<file path="config.mk">
export PLATFORM = sky130hd
export DESIGN_NAME = uart_rx_flags
export DESIGN_NICKNAME = d
export VERILOG_FILES = /design/src/rtl/urx_pkg.sv /design/src/rtl/urx_sync.sv /design/src/rtl/urx_fsm.sv /design/src/rtl/urx_status.sv /design/src/rtl/uart_rx_flags.sv
export SDC_FILE = /design/constraint.sdc
export NUM_CORES = 1
export LEC_CHECK = 0
export BUFFER_PORTS_ARGS = -buffer_cell sky130_fd_sc_hd__buf_2
export CORE_AREA = 2 2 82 84
export DETAILED_ROUTE_END_ITERATION = 12
export DIE_AREA = 0 0 84 86
export PLACE_DENSITY = 0.5
export SYNTH_ARGS = -nofsm -noshare
export SYNTH_HDL_FRONTEND = slang
export SYNTH_HIERARCHICAL = 1
export SYNTH_SLANG_ARGS = --single-unit
</file>
<file path="constraint.sdc">
create_clock -name clk -period 1.3 [get_ports clk]
set_input_delay 0.195 -clock clk [delete_from_list [all_inputs] [get_ports clk]]
set_output_delay 0.195 -clock clk [all_outputs]
set_load 0.02 [all_outputs]
</file>
<file path="src/rtl/urx_pkg.sv">
package urx_pkg;
  typedef enum logic [2:0] {
    ST_IDLE,
    ST_START,
    ST_DATA,
    ST_PAR,
    ST_STOP
  } urx_st_e;
endpackage

</file>
<file path="src/rtl/urx_sync.sv">
module urx_sync #(
  parameter int   STAGES  = 2,
  parameter logic RST_VAL = 1'b1
) (
  input  logic clk,
  input  logic rst_n,
  input  logic din,
  output logic dout,
  output logic fall
);
  logic [STAGES-1:0] ff_q;
  logic              prv_q;

  always_ff @(posedge clk or negedge rst_n) begin
    if (!rst_n) begin
      ff_q  <= {STAGES{RST_VAL}};
      prv_q <= RST_VAL;
    end else begin
      ff_q  <= {ff_q[STAGES-2:0], din};
      prv_q <= ff_q[STAGES-1];
    end
  end

  assign dout = ff_q[STAGES-1];
  assign fall = prv_q & ~ff_q[STAGES-1];
endmodule

</file>
<file path="src/rtl/urx_fsm.sv">
module urx_fsm
  import urx_pkg::*;
#(
  parameter int DATA_W = 8,
  parameter int OSR    = 16
) (
  input  logic              clk,
  input  logic              rst_n,
  input  logic              tick,
  input  logic              rx_s,
  input  logic              fall,
  input  logic              par_en,
  input  logic              par_odd,
  output logic              busy,
  output logic              stop_hit,
  output logic              done,
  output logic [DATA_W-1:0] data,
  output logic              fe,
  output logic              pe
);
  localparam int CW   = $clog2(OSR);
  localparam int IW   = $clog2(DATA_W);
  localparam int HALF = OSR / 2;

  urx_st_e           st_q, st_n;
  logic [CW-1:0]     cnt_q, cnt_n;
  logic [IW-1:0]     idx_q, idx_n;
  logic [DATA_W-1:0] shf_q, shf_n, data_q, data_n;
  logic              parb_q, parb_n, done_q, done_n, fe_q, fe_n, pe_q, pe_n;
  logic              mid_hit, end_hit;

  assign mid_hit = tick && (cnt_q == CW'(HALF - 1));
  assign end_hit = tick && (cnt_q == CW'(OSR - 1));

  always_comb begin
    st_n   = st_q;
    cnt_n  = cnt_q;
    idx_n  = idx_q;
    shf_n  = shf_q;
    parb_n = parb_q;
    done_n = 1'b0;
    data_n = data_q;
    fe_n   = fe_q;
    pe_n   = pe_q;
    if (tick && st_q != ST_IDLE)
      cnt_n = (cnt_q == CW'(OSR - 1)) ? '0 : cnt_q + 1'b1;
    unique case (st_q)
      ST_IDLE: begin
        if (fall) begin
          st_n  = ST_START;
          cnt_n = '0;
        end
      end
      ST_START: begin
        if (mid_hit) begin
          cnt_n = '0;
          idx_n = '0;
          st_n  = rx_s ? ST_IDLE : ST_DATA;
        end
      end
      ST_DATA: begin
        if (end_hit) begin
          shf_n = {rx_s, shf_q[DATA_W-1:1]};
          if (idx_q == IW'(DATA_W - 1)) st_n = par_en ? ST_PAR : ST_STOP;
          else                          idx_n = idx_q + 1'b1;
        end
      end
      ST_PAR: begin
        if (end_hit) begin
          parb_n = rx_s;
          st_n   = ST_STOP;
        end
      end
      ST_STOP: begin
        if (end_hit) begin
          st_n   = ST_IDLE;
          done_n = 1'b1;
          data_n = shf_q;
          fe_n   = ~rx_s;
          pe_n   = par_en & (parb_q ^ (^shf_q) ^ par_odd);
        end
      end
      default: st_n = ST_IDLE;
    endcase
  end

  always_ff @(posedge clk or negedge rst_n) begin
    if (!rst_n) begin
      st_q   <= ST_IDLE;
      cnt_q  <= '0;
      idx_q  <= '0;
      shf_q  <= '0;
      parb_q <= 1'b0;
      done_q <= 1'b0;
      data_q <= '0;
      fe_q   <= 1'b0;
      pe_q   <= 1'b0;
    end else begin
      st_q   <= st_n;
      cnt_q  <= cnt_n;
      idx_q  <= idx_n;
      shf_q  <= shf_n;
      parb_q <= parb_n;
      done_q <= done_n;
      data_q <= data_n;
      fe_q   <= fe_n;
      pe_q   <= pe_n;
    end
  end

  assign busy     = (st_q != ST_IDLE);
  assign stop_hit = (st_q == ST_STOP) && end_hit;
  assign done     = done_q;
  assign data     = data_q;
  assign fe       = fe_q;
  assign pe       = pe_q;
endmodule

</file>
<file path="src/rtl/urx_status.sv">
module urx_status #(
  parameter int DATA_W = 8
) (
  input  logic              clk,
  input  logic              rst_n,
  input  logic              stop_hit,
  input  logic              load,
  input  logic [DATA_W-1:0] d_in,
  input  logic              fe_in,
  input  logic              pe_in,
  input  logic              rd_stb,
  output logic [DATA_W-1:0] rx_data,
  output logic              buf_full,
  output logic              frame_err,
  output logic              par_err,
  output logic              ovr_err
);
  logic [DATA_W-1:0] dat_q, dat_n;
  logic              full_q, full_n, fe_q, fe_n, pe_q, pe_n, ovr_q, ovr_n;

  always_comb begin
    dat_n  = dat_q;
    full_n = full_q;
    fe_n   = fe_q;
    pe_n   = pe_q;
    ovr_n  = ovr_q;
    if (load) begin
      dat_n  = d_in;
      full_n = 1'b1;
      fe_n   = fe_in;
      pe_n   = pe_in;
    end else if (rd_stb) begin
      full_n = 1'b0;
      fe_n   = 1'b0;
      pe_n   = 1'b0;
    end
    if (stop_hit && full_q && !rd_stb) ovr_n = 1'b1;
    else if (rd_stb)                   ovr_n = 1'b0;
  end

  always_ff @(posedge clk or negedge rst_n) begin
    if (!rst_n) begin
      dat_q  <= '0;
      full_q <= 1'b0;
      fe_q   <= 1'b0;
      pe_q   <= 1'b0;
      ovr_q  <= 1'b0;
    end else begin
      dat_q  <= dat_n;
      full_q <= full_n;
      fe_q   <= fe_n;
      pe_q   <= pe_n;
      ovr_q  <= ovr_n;
    end
  end

  assign rx_data   = dat_q;
  assign buf_full  = full_q;
  assign frame_err = fe_q;
  assign par_err   = pe_q;
  assign ovr_err   = ovr_q;
endmodule

</file>
<file path="src/rtl/uart_rx_flags.sv">
module uart_rx_flags #(
  parameter int DATA_W   = 8,
  parameter int OSR      = 16,
  parameter int SYNC_STG = 2
) (
  input  logic              clk,
  input  logic              rst_n,
  input  logic              tick,
  input  logic              rxd,
  input  logic              par_en,
  input  logic              par_odd,
  input  logic              rd_stb,
  output logic [DATA_W-1:0] rx_data,
  output logic              buf_full,
  output logic              rx_busy,
  output logic              frame_err,
  output logic              par_err,
  output logic              ovr_err
);
  logic [1:0]        rst_pipe;
  logic              rst_sn;
  logic              rx_s, rx_fall, stop_hit, frm_done, frm_fe, frm_pe;
  logic [DATA_W-1:0] frm_data;

  always_ff @(posedge clk or negedge rst_n) begin
    if (!rst_n) rst_pipe <= 2'b00;
    else        rst_pipe <= {rst_pipe[0], 1'b1};
  end
  assign rst_sn = rst_pipe[1];

  urx_sync #(.STAGES(SYNC_STG), .RST_VAL(1'b1)) i_sync (
    .clk(clk), .rst_n(rst_sn), .din(rxd), .dout(rx_s), .fall(rx_fall)
  );

  urx_fsm #(.DATA_W(DATA_W), .OSR(OSR)) i_fsm (
    .clk(clk), .rst_n(rst_sn), .tick(tick), .rx_s(rx_s), .fall(rx_fall),
    .par_en(par_en), .par_odd(par_odd), .busy(rx_busy), .stop_hit(stop_hit),
    .done(frm_done), .data(frm_data), .fe(frm_fe), .pe(frm_pe)
  );

  urx_status #(.DATA_W(DATA_W)) i_status (
    .clk(clk), .rst_n(rst_sn), .stop_hit(stop_hit), .load(frm_done),
    .d_in(frm_data), .fe_in(frm_fe), .pe_in(frm_pe), .rd_stb(rd_stb),
    .rx_data(rx_data), .buf_full(buf_full), .frame_err(frame_err),
    .par_err(par_err), .ovr_err(ovr_err)
  );
endmodule

</file>
==> metrics.md, run 1 <==
| Metric | Value |
|---|---|
| Status | `finished with violations` |
| Failing checks | `negative setup slack` |
| Crit-path max FO | `2` |
| Final-stage net count | `between 200 and 250` |
| Commonest non-fill, non-tap cell in the layout | `dfrtp_1` |
| FP Rows | `29` |
| Layout cells sized above 1 | `0.587` |
| Synth Area in Adders | `0.0175` |
| Initial DRC Count | `a little over 50` |
| DIE WIDTH | `between 80 and 90 um` |
| PD cells | `1510 mW/mm^2` |
| CP delay by family, top | `flip-flops` |
| Crit path cell chain | `buf_6 -> or3_4 -> buf_6` |
| Initial antenna violation count | `0` |
| Hold Crit Class | `input pin to flop` |
| Worst path slowest cell | `dfrtp_2` |
| CP Capture Type | `primary output` |
| Vias per std cell | `between 4 and 5` |
| Routed via count | `between 1k and 1.5k` |
| Pleak | `approximately 1.4 nW` |
| Period utilization | `1.21` |
| Mapped Area | `between 0.002 and 0.0025 mm^2` |
| TritonCTS clock tree | `yes` |
| Worst-Skew Late Latency | `around 0.3 ns` |
| P&R area growth vs syn | `35.6%` |
| Syn. warnings | `6` |
| WS Path Type | `flop to primary output` |
| Worst EP arrival | `approximately 1.4 ns` |
| Clk Tree Root Cell | `clkbuf_8` |
| Non-Filler Instances | `300` |
| Final hold violations | `0` |
| Hold_ws | `0.104 ns` |
| Synth Area in Compound Gates | `0.0670` |
| Total GRT Usage | `0.134` |
| Final setup fails | `31` |
| Vias in the first global route | `approximately 1.5k` |
| TritonCTS Buffers | `5` |
| DR WL/cell | `14.6 um` |
| Die Y | `around 86 um` |
| Post-Synth Simple-Gate Area | `0.120` |
| Reg-to-reg setup timing slack | `-0.23 ns` |
| Clock slew at reported path FFs | `~0.09 ns` |
| XOR/XNOR share of the synthesized area | `0.0513` |
| Final worst setup slack | `-0.270 ns` |
| Initial DRT Pass Iterations | `4` |
| Final Util | `0.464` |
| # fillers | `approximately 560` |
| Post-detailed-route count of antenna-violating nets | `0` |
| Diodes inserted | `0` |
| CP bufs+invs | `2` |
| Max-Cap Viols | `0` |
| Drt total wl | `4.38 mm` |
| Post-synth top flop | `dfrtp_1` |
| Commonest non-fill, non-tap cells in the layout | `dfrtp_1 (40), buf_4 (31), mux2_2 (19)` |
| Ys async rst share | `1.00` |
| Fin crit period | `between 1.5 and 2 ns` |
| Placed Cells | `275` |
| Achievable frequency | `around 640 MHz` |
| Slew Limit Fails | `0` |
| Die Footprint | `0.00722 mm^2` |
| First-pass GRT wire length | `~7.6 mm` |
| Port Buffer Count | `19` |
| Max incr delay on CP | `between 0.4 and 0.5 ns` |
| DRC Markers | `0` |
| Core area | `roughly 0.0063 mm^2` |
| Half-perimeter wire length after placement | `roughly 2.8 mm` |
| Leading area contributor after synthesis | `dfrtp_1` |
| Synthesis-stage register bit count | `47` |
| H-tree levels | `2` |
| Pre-CTS setup slack | `-0.211 ns` |
| Mapped Cells | `160` |
| Number of flops mapped to enable cells by yosys | `0` |
| Ports | `20` |
| Largest family of logic cells by synthesized area | `multiplexers` |
| Synth top area cells | `dfrtp_1 (51%), mux2_2 (12%), mux2_4 (4.2%)` |
| Most frequent CP cell | `buf_6` |
| Remaining global-route overflow | `0` |
| Final GP Congestion | `around 0.8` |
| Clk sinks | `47` |
| Sequential share of the synthesized area | `0.549` |
| Share of the synthesized area in the top cell type | `0.513` |
| Worst setup SP type | `flop` |
| Worst IR drop on VDD | `0.585 mV` |
| Post-synthesis average cell area | `between 10 and 15 um^2` |
| Largest net degree at the start of global routing | `32` |
| Clock Skew | `0.00913 ns` |
| Post-synthesis mux area share | `0.157` |
| Required time of the critical path | `1.11 ns` |
| RSZ-0062 raised after global routing | `yes` |
| Initial core utilization | `0.342` |
| Clk buf depth | `2` |
| Net count after synthesis | `170` |
| Distinct cell type count after synthesis | `43` |
## logic make-up after synthesis
logic type / after synthesis
flip-flops: 47
AND/OR/NAND/NOR: 39
multiplexers: 28
AO/OA/AOI/OAI: 21
XOR/XNOR: 11
buffers and inverters: 10
adder cells (fa/ha/maj): 3
other: 1
## final cells by class
cell class | instances | area, um^2 | share of cell area
Timing Repair Buffer | 59 | 450 | 0.155
Sequential cell | 47 | 1180 | 0.407
Tap cell | 77 | 96.3 | 0.0331
Multi-Input combinational cell | 105 | 1080 | 0.371
Inverter | 4 | 15.0 | 0.00515
Clock inverter | 3 | 18.8 | 0.00644
Clock buffer | 5 | 68.8 | 0.0236
## what timing repair did
item / 4_1_cts / 5_1_grt
buffers inserted: 8 / 6
endpoints found under the setup margin: 30 / 31
hold buffers: 2 / 0
resized for setup: 19 / 13
gates cloned: 2 / 0
endpoints found under the hold margin: 3 / 0
pin swaps: 16 / 13
## final timing paths
path / startpoint / endpoint / cells past startpoint
max: i_fsm/st_q[1] / rx_busy / 3
min: rd_stb / i_status/ovr_err / 2
max reg2reg: i_fsm/st_q[1] / i_fsm/data[1] / 5
min reg2reg: rst_pipe[1] / i_fsm/parb_q / 0
max in group asynchronous: rst_pipe[1] / i_fsm/shf_q[6] / 1
min in group asynchronous: rst_pipe[1] / i_fsm/parb_q / 0
## registers in the layout, summed over array words and instances (netlist names), 2 cells and up
register          count
rst_pipe              2
i_fsm/shf_q           8
i_fsm/cnt_q           4
i_status/rx_data      8
i_fsm/data            8
i_sync/ff_q           2
i_fsm/st_q            3
i_fsm/idx_q           3
## cell usage after synthesis (2+ instances only)
| master | instances |
|---|---|
| xor2_1 | 3 |
| a31oi_1 | 2 |
| o21ai_0 | 4 |
| a21oi_1 | 3 |
| mux2_4 | 6 |
| dfrtp_1 | 44 |
| ha_1 | 3 |
| buf_4 | 2 |
| xnor2_1 | 7 |
| nand2_1 | 8 |
| nor2_1 | 8 |
| o31ai_1 | 2 |
| buf_6 | 3 |
| nand3_1 | 5 |
| a22o_1 | 4 |
| nor3b_1 | 3 |
| dfstp_2 | 3 |
| inv_1 | 4 |
| mux2_2 | 22 |
## where the power goes
| part | internal (mW) | total [mW] | switching [mW] |
|---|---|---|---|
| sequential | 1.57 | 1.67 | 0.103 |
| combinational | 0.968 | 1.86 | 0.891 |
| clock | 0.379 | 0.883 | 0.503 |
## per-stage QoR
stage,area (um^2),total power [mW],TNS [ns]
after floorplan,2220,2.58,-1.09
after global placement,2560,2.93,-2.69
after detailed placement,2560,2.97,-3.14
after CTS,2820,4.28,-4.44
after global routing,2910,4.67,-6.24
final,2910,4.41,-4.60
## layer usage
metal	up-vias	GRT usage	wire, um
li1	701	-	-
met1	740	0.172	1960
met4	0	0.0499	42
met3	4	0.0356	122
met2	20	0.220	2250
met5	-	0	0
Power figures use the tool's default switching activity.
==> run 2, diff against run 1 <==
- PLACE_DENSITY: 0.5 -> unset
- SLEW_MARGIN: unset -> 25
==> metrics.md, run 2 (synthesis gave the netlist of run 1 again) <==
| Metric | Value |
|---|---|
| Port Buffer Count | `19 (unchanged)` |
| Commonest non-fill, non-tap cells in the layout | `dfrtp_1 (40), buf_4 (31), mux2_2 (19)` |
| Max-Cap Viols | `0 (unchanged)` |
| Clock slew at reported path FFs | `0.10 ns (about the same)` |
| Pre-CTS setup slack | `-0.172 ns (+0.0386 ns)` |
| Hold Crit Class | `input pin to flop` |
| Diodes inserted | `0 (unchanged)` |
| Final GP Congestion | `0.726 (-9.5%)` |
| Clk Tree Root Cell | `clkbuf_8` |
| RSZ-0062 raised after global routing | `yes` |
| TritonCTS Buffers | `5 (unchanged)` |
| DR WL/cell | `14.1 um (-3.6%)` |
| Clock Skew | `0.0106 ns (+0.00143 ns)` |
| Status | `finished with violations` |
| DRC Markers | `0 (unchanged)` |
| P&R area growth vs syn | `40.2%` |
| Initial DRC Count | `96 (+88%)` |
| Footprint of the multi-input gates | `0.00108 mm^2 (+0.35%)` |
| Worst EP arrival | `1.38 ns (about the same)` |
| PD cells | `1560 mW/mm^2 (+2.8%)` |
| Hold_ws | `0.0683 ns (-0.0357 ns)` |
| Die Y | `86 um (unchanged)` |
| WS Path Type | `flop to primary output` |
| Fin crit period | `1.57 ns (+0.00331 ns)` |
| Die Footprint | `0.00722 mm^2 (unchanged)` |
| Commonest non-fill, non-tap cell in the layout | `dfrtp_1` |
| Total power draw | `4.69 mW (+6.3%)` |
| Layout cells sized above 1 | `0.590 (+0.00286)` |
| Initial DRT Pass Iterations | `4 (unchanged)` |
| Final-stage net count | `236 (+1.7%)` |
| Crit-path max FO | `2 (unchanged)` |
| Post-detailed-route count of antenna-violating nets | `0 (unchanged)` |
| Drt total wl | `4.28 mm (-2.3%)` |
| H-tree levels | `2 (unchanged)` |
| Worst IR drop on VDD | `0.736 mV (+26%)` |
| Register area | `0.00118 mm^2 (unchanged)` |
| Worst setup SP type | `flop` |
| Vias in the first global route | `1526 (-1.5%)` |
| Initial core utilization | `0.342 (unchanged)` |
| Failing checks | `negative setup slack` |
| Required time of the critical path | `1.11 ns (about the same)` |
| First-pass GRT wire length | `7.43 mm (-2.2%)` |
| Vias per std cell | `4.77 (-2.4%)` |
| DIE WIDTH | `84 um (unchanged)` |
| Largest net degree at the start of global routing | `32 (unchanged)` |
| Worst-Skew Late Latency | `0.30 ns (about the same)` |
| Slew Limit Fails | `0 (unchanged)` |
| Final worst setup slack | `-0.274 ns (-0.00331 ns)` |
| Period utilization | `1.21 (+0.00255)` |
| Achievable frequency | `635 MHz (-0.21%)` |
| Final hold violations | `0 (unchanged)` |
| Routed via count | `1449 (-1.1%)` |
| Initial antenna violation count | `0 (unchanged)` |
| Final setup fails | `30 (-3.2%)` |
| Pleak | `1.44 nW (+0.22%)` |
| Ports | `20 (unchanged)` |
| TritonCTS clock tree | `yes` |
| FP Rows | `29 (unchanged)` |
| Clk sinks | `47 (unchanged)` |
| Total GRT Usage | `0.131 (-0.00368)` |
| # fillers | `557 (-0.36%)` |
| CP Capture Type | `primary output` |
| Core area | `0.00628 mm^2 (unchanged)` |
| Half-perimeter wire length after placement | `2.66 mm (-5.2%)` |
| Clk buf depth | `2 (unchanged)` |
| Remaining global-route overflow | `0 (unchanged)` |
==> run 2: layer usage <==
metal | up-vias | wire [um] | GRT usage
li1 | 704 | - | -
met1 | 710 | 1960 | 0.177
met2 | 25 | 2080 | 0.204
met3 | 10 | 124 | 0.0269
met4 | 0 | 111 | 0.0587
met5 | - | 0 | 0
==> run 2: power by group <==
group	internal, mW	switching [mW]	total, mW
clock	0.580	0.522	1.10
sequential	1.57	0.107	1.67
combinational	1.03	0.884	1.92
==> run 2: final timing paths <==
kind	start	to	slack, ns	cells past startpoint
max	i_fsm/st_q[0]	rx_busy	-0.27	3
max in group asynchronous	rst_pipe[1]	i_fsm/st_q[2]	0.64	1
min	rd_stb	i_status/ovr_err	0.07	2
max reg2reg	i_fsm/st_q[0]	i_fsm/cnt_q[2]	-0.25	7
min reg2reg	rst_pipe[1]	i_status/rx_data[5]	0.17	0
min in group asynchronous	rst_pipe[1]	i_status/rx_data[5]	0.17	0
==> run 2: repair_timing <==
| item | in CTS | in global routing |
|---|---|---|
| cloned | 0 | 1 |
| hold buffers | 2 | 0 |
| buffers inserted | 15 | 4 |
| setup endpoints to repair | 30 | 31 |
| endpoints found under the hold margin | 3 | 0 |
| pin swaps | 16 | 20 |
| gates resized for setup | 24 | 14 |
==> run 2: layout make-up <==
type,instances,share of cell area
inverter,4,0.00581
clock buffer,5,0.0228
sequential,47,0.393
multi-input combinational,104,0.360
timing repair buffer,64,0.171
tap,77,0.0320
clock inverter,3,0.0154
==> run 2: critical path, stage by stage (launching register included) <==
cell and delay (ns):
dfrtp_2 0.43, buf_6 0.12, or3_4 0.39, buf_6 0.14
==> run 2: through the flow <==
| step | cells | instance area (um^2) | setup TNS [ns] | utilization |
|---|---|---|---|---|
| 2_1_floorplan | 160 | 2220 | -1.09 | - |
| 5_1_grt | 304 | 3010 | -6.36 | 0.480 |
| 6_report | 304 | 3010 | -4.89 | 0.480 |
| 4_1_cts | 299 | 2900 | -4.42 | 0.462 |
| 3_5_place_dp | 274 | 2540 | -2.93 | 0.404 |
| 3_3_place_gp | 274 | 2540 | -2.77 | 0.404 |
